File: src/rtl/enc_line_pkg.sv
// Shared types for the dual-mode line encoder.
package enc_line_pkg;
    typedef enum logic {
        MODE_FM0 = 1'b0,
        MODE_MAN = 1'b1
    } line_mode_e;
endpackage

File: src/rtl/enc_bit_sequencer.sv
// Half-bit sequencer: toggles between the first and second half of each bit
// period, samples the offered bit and the mode at bit boundaries, and raises
// the acknowledge pulse. Assumes the clock runs at twice the bit rate.
module enc_bit_sequencer
    import enc_line_pkg::*;
#(
    parameter logic FILL_BIT = 1'b1
) (
    input  logic       clk,
    input  logic       rst_n,
    input  logic       clr,
    input  logic       bit_stb,
    input  logic       bit_data,
    input  logic       mode_sel,
    output logic       at_boundary,
    output logic       eff_bit,
    output line_mode_e eff_mode,
    output logic       second_half,
    output logic       cur_bit,
    output line_mode_e mode_q,
    output logic       bit_ack
);
    logic sel_bit;

    // Offered bit, or the fill bit when nothing is offered.
    assign sel_bit     = bit_stb ? bit_data : FILL_BIT;
    // The next edge opens a new bit when the second half is on the line.
    assign at_boundary = second_half;

    // Bit and mode that the next symbol is built from.
    always_comb begin
        eff_bit  = at_boundary ? sel_bit : cur_bit;
        eff_mode = at_boundary ? line_mode_e'(mode_sel) : mode_q;
    end

    // Phase toggle, per-bit sampling and acknowledge pulse.
    always_ff @(posedge clk) begin
        if (!rst_n) begin
            second_half <= 1'b1;
            cur_bit     <= FILL_BIT;
            mode_q      <= MODE_FM0;
            bit_ack     <= 1'b0;
        end else if (clr) begin
            second_half <= 1'b1;
            bit_ack     <= 1'b0;
        end else begin
            second_half <= ~second_half;
            if (second_half) begin
                cur_bit <= sel_bit;
                mode_q  <= line_mode_e'(mode_sel);
                bit_ack <= bit_stb;
            end else begin
                bit_ack <= 1'b0;
            end
        end
    end
endmodule

File: src/rtl/enc_state_flop.sv
// Single state flop shared by both codes. It holds the last second-half
// symbol for FM0 and is forced to 0 while Manchester is in use, so the
// shared XOR reduces to the data bit. Assumes clr is driven by the system
// controller independently of the mode.
module enc_state_flop
    import enc_line_pkg::*;
#(
    parameter logic CLR_LEVEL = 1'b1
) (
    input  logic       clk,
    input  logic       rst_n,
    input  logic       clr,
    input  line_mode_e eff_mode,
    input  logic       at_boundary,
    input  logic       next_b,
    output logic       prev_b
);
    // Capture the second symbol at mid-bit, clear in Manchester, init on clr.
    always_ff @(posedge clk) begin
        if (!rst_n)                   prev_b <= CLR_LEVEL;
        else if (clr)                 prev_b <= CLR_LEVEL;
        else if (eff_mode == MODE_MAN) prev_b <= 1'b0;
        else if (!at_boundary)        prev_b <= next_b;
    end
endmodule

File: src/rtl/enc_symbol_path.sv
// Shared symbol datapath: one select-and-invert term for the first half,
// one XOR term for the second half, and a registered line output.
// Assumes prev_b is 0 whenever the mode is Manchester.
module enc_symbol_path
    import enc_line_pkg::*;
#(
    parameter logic CLR_LEVEL = 1'b1
) (
    input  logic       clk,
    input  logic       rst_n,
    input  logic       clr,
    input  logic       at_boundary,
    input  logic       eff_bit,
    input  line_mode_e eff_mode,
    input  logic       prev_b,
    output logic       next_b,
    output logic       line_q
);
    logic first_sym;

    // First half: inverse of stored level (FM0) or of the data (Manchester).
    assign first_sym = ~((eff_mode == MODE_FM0) ? prev_b : eff_bit);
    // Second half: data XOR stored level; the stored level is 0 in Manchester.
    assign next_b    = eff_bit ^ prev_b;

    // Glitch-free line register.
    always_ff @(posedge clk) begin
        if (!rst_n)           line_q <= CLR_LEVEL;
        else if (clr)         line_q <= CLR_LEVEL;
        else if (at_boundary) line_q <= first_sym;
        else                  line_q <= next_b;
    end
endmodule

File: src/rtl/line_encoder.sv
// Dual-mode FM0 / Manchester line encoder top. One clock at twice the bit
// rate; each bit becomes two half-bit symbols on a registered line output.
module line_encoder
    import enc_line_pkg::*;
#(
    parameter logic FILL_BIT  = 1'b1,
    parameter logic CLR_LEVEL = 1'b1
) (
    input  logic clk,
    input  logic rst_n,
    input  logic clr,
    input  logic mode_sel,
    input  logic bit_stb,
    input  logic bit_data,
    output logic line_out,
    output logic bit_ack
);
    logic       seq_boundary;
    logic       seq_eff_bit;
    line_mode_e seq_eff_mode;
    logic       seq_second_half;
    logic       seq_cur_bit;
    line_mode_e seq_mode_q;
    logic       st_prev_b;
    logic       dp_next_b;

    enc_bit_sequencer #(.FILL_BIT(FILL_BIT)) u_seq (
        .clk         (clk),
        .rst_n       (rst_n),
        .clr         (clr),
        .bit_stb     (bit_stb),
        .bit_data    (bit_data),
        .mode_sel    (mode_sel),
        .at_boundary (seq_boundary),
        .eff_bit     (seq_eff_bit),
        .eff_mode    (seq_eff_mode),
        .second_half (seq_second_half),
        .cur_bit     (seq_cur_bit),
        .mode_q      (seq_mode_q),
        .bit_ack     (bit_ack)
    );

    enc_state_flop #(.CLR_LEVEL(CLR_LEVEL)) u_state (
        .clk         (clk),
        .rst_n       (rst_n),
        .clr         (clr),
        .eff_mode    (seq_eff_mode),
        .at_boundary (seq_boundary),
        .next_b      (dp_next_b),
        .prev_b      (st_prev_b)
    );

    enc_symbol_path #(.CLR_LEVEL(CLR_LEVEL)) u_path (
        .clk         (clk),
        .rst_n       (rst_n),
        .clr         (clr),
        .at_boundary (seq_boundary),
        .eff_bit     (seq_eff_bit),
        .eff_mode    (seq_eff_mode),
        .prev_b      (st_prev_b),
        .next_b      (dp_next_b),
        .line_q      (line_out)
    );
endmodule

File: config.mk
export PLATFORM = sky130hd
export DESIGN_NAME = line_encoder
export DESIGN_NICKNAME = d
export VERILOG_FILES = /design/src/rtl/enc_line_pkg.sv /design/src/rtl/enc_bit_sequencer.sv /design/src/rtl/enc_state_flop.sv /design/src/rtl/enc_symbol_path.sv /design/src/rtl/line_encoder.sv
export SDC_FILE = /design/constraint.sdc
export NUM_CORES = 1
export LEC_CHECK = 0
export BUFFER_PORTS_ARGS = -buffer_cell sky130_fd_sc_hd__buf_2
export CORE_AREA = 5 5 42 44
export DETAILED_ROUTE_END_ITERATION = 10
export DIE_AREA = 0 0 47 49
export HOLD_SLACK_MARGIN = 0.08
export PLACE_DENSITY_LB_ADDON = 0.3
export SLEW_MARGIN = 10
export SYNTH_ARGS = -nofsm -noshare
export SYNTH_HDL_FRONTEND = slang
export SYNTH_HIERARCHICAL = 1
export SYNTH_SLANG_ARGS = --single-unit
File: constraint.sdc
create_clock -name clk -period 1.29 [get_ports clk]
set_input_delay 0.1935 -clock clk [delete_from_list [all_inputs] [get_ports clk]]
set_output_delay 0.1935 -clock clk [all_outputs]
set_load 0.005 [all_outputs]
---- Yosys cells after proc, flatten, opt, wreduce, memory -nomap -nowiden ----
Cells that the tools add are included.
word-level totals
  bits in registers ....................... 6
  bits of input ports ..................... 6
  output and inout bits ................... 2
  word-level logic and storage cells ...... 20
operators by class
  eq/ne operators ......................... 1
  mux-type cells .......................... 7
  bitwise operators ....................... 4
  reductions and logical operators ........ 2
operators with widths
  cell                                                    number
  two-way mux 1 bit                                       7
  inverter 1 bit                                          3
  OR reduction 3 bit                                      1
  inequality test 2 x 1 -> 1 bit (second input constant)  1
  OR reduction 2 bit                                      1
  XOR 1 bit                                               1

---- Depth between registers and ports, before layout ----
  depth in word-level cells ............... 5
  gate-level depth with buffers ........... 5
  gate-level depth less buffers ........... 5

---- Cells and area by module ----
The synthesis kept the hierarchy.
by module, submodules not included
  module             instances  cells each  area an instance (µm²)  sequential area each (µm²)
  enc_bit_sequencer  1          18          168.9                   80.1
  enc_symbol_path    1          9           68.8                    20.0
  enc_state_flop     1          4           41.3                    20.0

---- Least setup slack after synthesis ----
OpenSTA, ideal clock, no wires.
  path kind ............................... register to register
  start point ............................. register u_seq.second_half (netlist: u_seq/at_boundary)
  end point ............................... register u_path.line_q
  setup time .............................. 0.069 ns
  arrival time ............................ 1.123 ns
  data required time ...................... 1.221 ns
  path slack .............................. 0.098 ns
  stages on the path, launching flop included .. 5
  buffers on the path ..................... 0
  cells stage by stage .................... dfxtp_1 mux2_2 a21oi_1 nor2b_2 o21ai_1
on the way
  longest elaborated chain between the ends .. 4
RTL lines
  element                 RTL line                 source
  start, declared         enc_bit_sequencer.sv:18  output logic second_half,
  start signal, assigned  enc_bit_sequencer.sv:47  second_half <= ~second_half;
  two-way mux 1 bit       enc_bit_sequencer.sv:33  eff_mode = at_boundary ? line_mode_e'(mode_sel) : mode_q;
  net seq_eff_mode        line_encoder.sv:20       line_mode_e seq_eff_mode;
  two-way mux 1 bit       enc_symbol_path.sv:22    assign first_sym = ~((eff_mode == MODE_FM0) ? prev_b : eff_bit);
  inverter 1 bit          enc_symbol_path.sv:22
  two-way mux 1 bit       enc_symbol_path.sv:30    else if (at_boundary) line_q <= first_sym;
  end signal, assigned    enc_symbol_path.sv:30
  end signal, assigned    enc_symbol_path.sv:31    else line_q <= next_b;
  end, declared           enc_symbol_path.sv:17    output logic line_q
The timed path passes the listed nets, and every way through them passes these cells.
A chain may end at the register's enable or synchronous reset.

---- Worst setup path after layout ----
Ends and elaborated chain as after synthesis.

==> impl_metrics.tcl <==
set metrics [dict create \
    cts_buffers 3 \
    synthesis.nets 36 \
    fin_crit_ns 1.19 \
    r2r_cells 4 \
    drc 0 \
    finalSetupTns_ns 0 \
    grt_max_degree 7 \
    crit_fanout 6 \
    cp.arrival_ns 1.37 \
    dr.first_iter.drc_count 9 \
    final_cells 57 \
    relSlewSlack 0.832 \
    power.switching_uw 102 \
    via_per_inst 4.05 \
    clkPwrFrac 0.397 \
    clk_pin_slew_ns 0.05 \
    die_area_um2 2300 \
    slew_viol_final 0 \
    grt_busiest_layer "met3" \
    swShare 0.234 \
    ioPinCount 8 \
    crit_path_end_kind "flip-flop" \
    p_leak_uw 0.000161 \
    drt_first_pass_iters 4 \
    synthesis.area_um2 272 \
    skew_ns 0.00245 \
    h-tree-depth 1 \
    r2r_end "u_path/line_q" \
    grt_pass1_wl_um 779 \
    status "finished, final reports clean" \
    cts-root-buf "clkbuf_4" \
    r2r_slack_ns 0.10 \
    yosysWarnings 6 \
    pre_cts_slack_ns 0.0485 \
    grt_usage 0.0565 \
    setup_viol_count_final 0 \
    cts_tree "built" \
    post_cts_resized 0 \
    area_growth_pct 31.3 \
    n_antenna_cell 0 \
    layout_setup_ws_ns 0.105 \
    antenna_found_initial 0 \
    fin_crit_sh 0.919 \
    reg2reg_from "u_seq/at_boundary" \
    seqPwrFrac 0.469 \
    worstMarginPinSlew_ns 0.253 \
    worstSetupStartpoint "u_seq/at_boundary" \
    met1_usage 0.0642 \
    postCtsHoldBufs 0 \
    grt_util_met3 0.0664 \
    required_ns 1.47 \
    num_rows 14 \
    cts_setup_buffers 0 \
    start_util 0.194 \
    gp_congestion 0.676 \
    dieHeight_um 49 \
    met2_usage 0.0543 \
    postPlaceCellArea_um2 334 \
    hp-class "input pin to flip-flop" \
    port_buffers 7 \
    path_class "flip-flop to flip-flop" \
    intPower_uw 334 \
    vdd_drop_max_v 0.000502 \
    ant_nets 0 \
    max-cap-violations 0 \
    grt_overflow 0 \
    crit_path_start_kind "flip-flop" \
    wl_per_cell_um 9.32 \
    fin_nets 49 \
    worst_skew_pair.late_latency_ns 0.24 \
    num_vias 231 \
    fmax_ghz 0.844 \
    synth.avg_cell_area_um2 9.05 \
    grt_pass1_vias 190 \
    power_uw 436 \
    powerDensity_nw_per_um2 1220 \
    die_w_um 47 \
    totalWireLength_um 531 \
    postSynthCellCount 30 \
    cts.sinks 6 \
    crit_end "u_path/line_q" \
    drive_above_1_share 0.366 \
    final_cell_area_um2 357 \
    post-place-cells 54 \
    core_area_um2 1400 \
    final_hold_viol_count 0 \
    rsz0062_at_grt "no" \
    clockBufferDepth 2 \
    dp_hpwl_um 408 \
    p_comb_frac 0.134 \
]
power groups by stage:
stage	combinational, uW	clock [uW]	sequential [uW]
6_report	58.3	173	205
5_1_grt	64.8	192	206
4_1_cts	58.6	187	204
3_5_place_dp	58.1	0	208
3_3_place_gp	57.8	0	208
2_1_floorplan	35.4	0	209
worst max-delay path, cell delays in order (launching register included):
cell and delay, ns:
dfxtp_1 0.40, mux2_2 0.38, a21oi_1 0.17, nor2b_2 0.05, o21ai_1 0.11
layer usage:
layer	share of wire	vias up	wire, um
met5	0	-	0
met4	0.019	0	10
met3	0.17	2	88
met2	0.33	10	176
met1	0.48	93	256
li1	-	126	-
registers in the layout (all words and copies together) (netlist names):
name and cells:
u_path/line_q 1, u_seq/at_boundary 1, u_seq/bit_ack 1, u_seq/cur_bit 1, u_seq/mode_q 1, u_state/prev_b 1
final cells by class:
class | instances | area (um^2)
repair buffers | 8 | 42.5
clock buffers | 3 | 22.5
well taps | 16 | 20.0
multi-input cells | 24 | 151
flip-flops and latches | 6 | 120
fillers | 156 | 1040
worst min path at each step:
stage                        end  cells past startpoint  startpoint  slack [ns]
5_1_grt        u_seq/at_boundary                      2       rst_n        0.18
3_3_place_gp   u_seq/at_boundary                      2       rst_n        0.41
6_report       u_seq/at_boundary                      2       rst_n        0.17
3_5_place_dp   u_seq/at_boundary                      2       rst_n        0.41
4_1_cts        u_seq/at_boundary                      2       rst_n        0.16
2_1_floorplan  u_seq/at_boundary                      1       rst_n        0.26
cell usage in the layout (no fill, tap or decap):
master / count
and3_1: 1
nor2_1: 1
buf_2: 7
or3_1: 1
mux2_2: 1
o211ai_1: 1
nand2_1: 5
mux2i_1: 1
and2b_2: 1
o21ai_1: 3
buf_4: 1
clkbuf_4: 3
a21oi_1: 2
nor2b_2: 1
a21boi_2: 1
nand2b_1: 1
dfxtp_1: 6
nor2b_1: 3
xor2_1: 1
stage by stage:
stage / hold WS (ns) / utilization
2_1_floorplan: 0.255 / -
3_3_place_gp: 0.408 / 0.238
3_5_place_dp: 0.414 / 0.238
4_1_cts: 0.158 / 0.254
5_1_grt: 0.180 / 0.254
6_report: 0.166 / 0.254
Power figures use the tool's default switching activity.
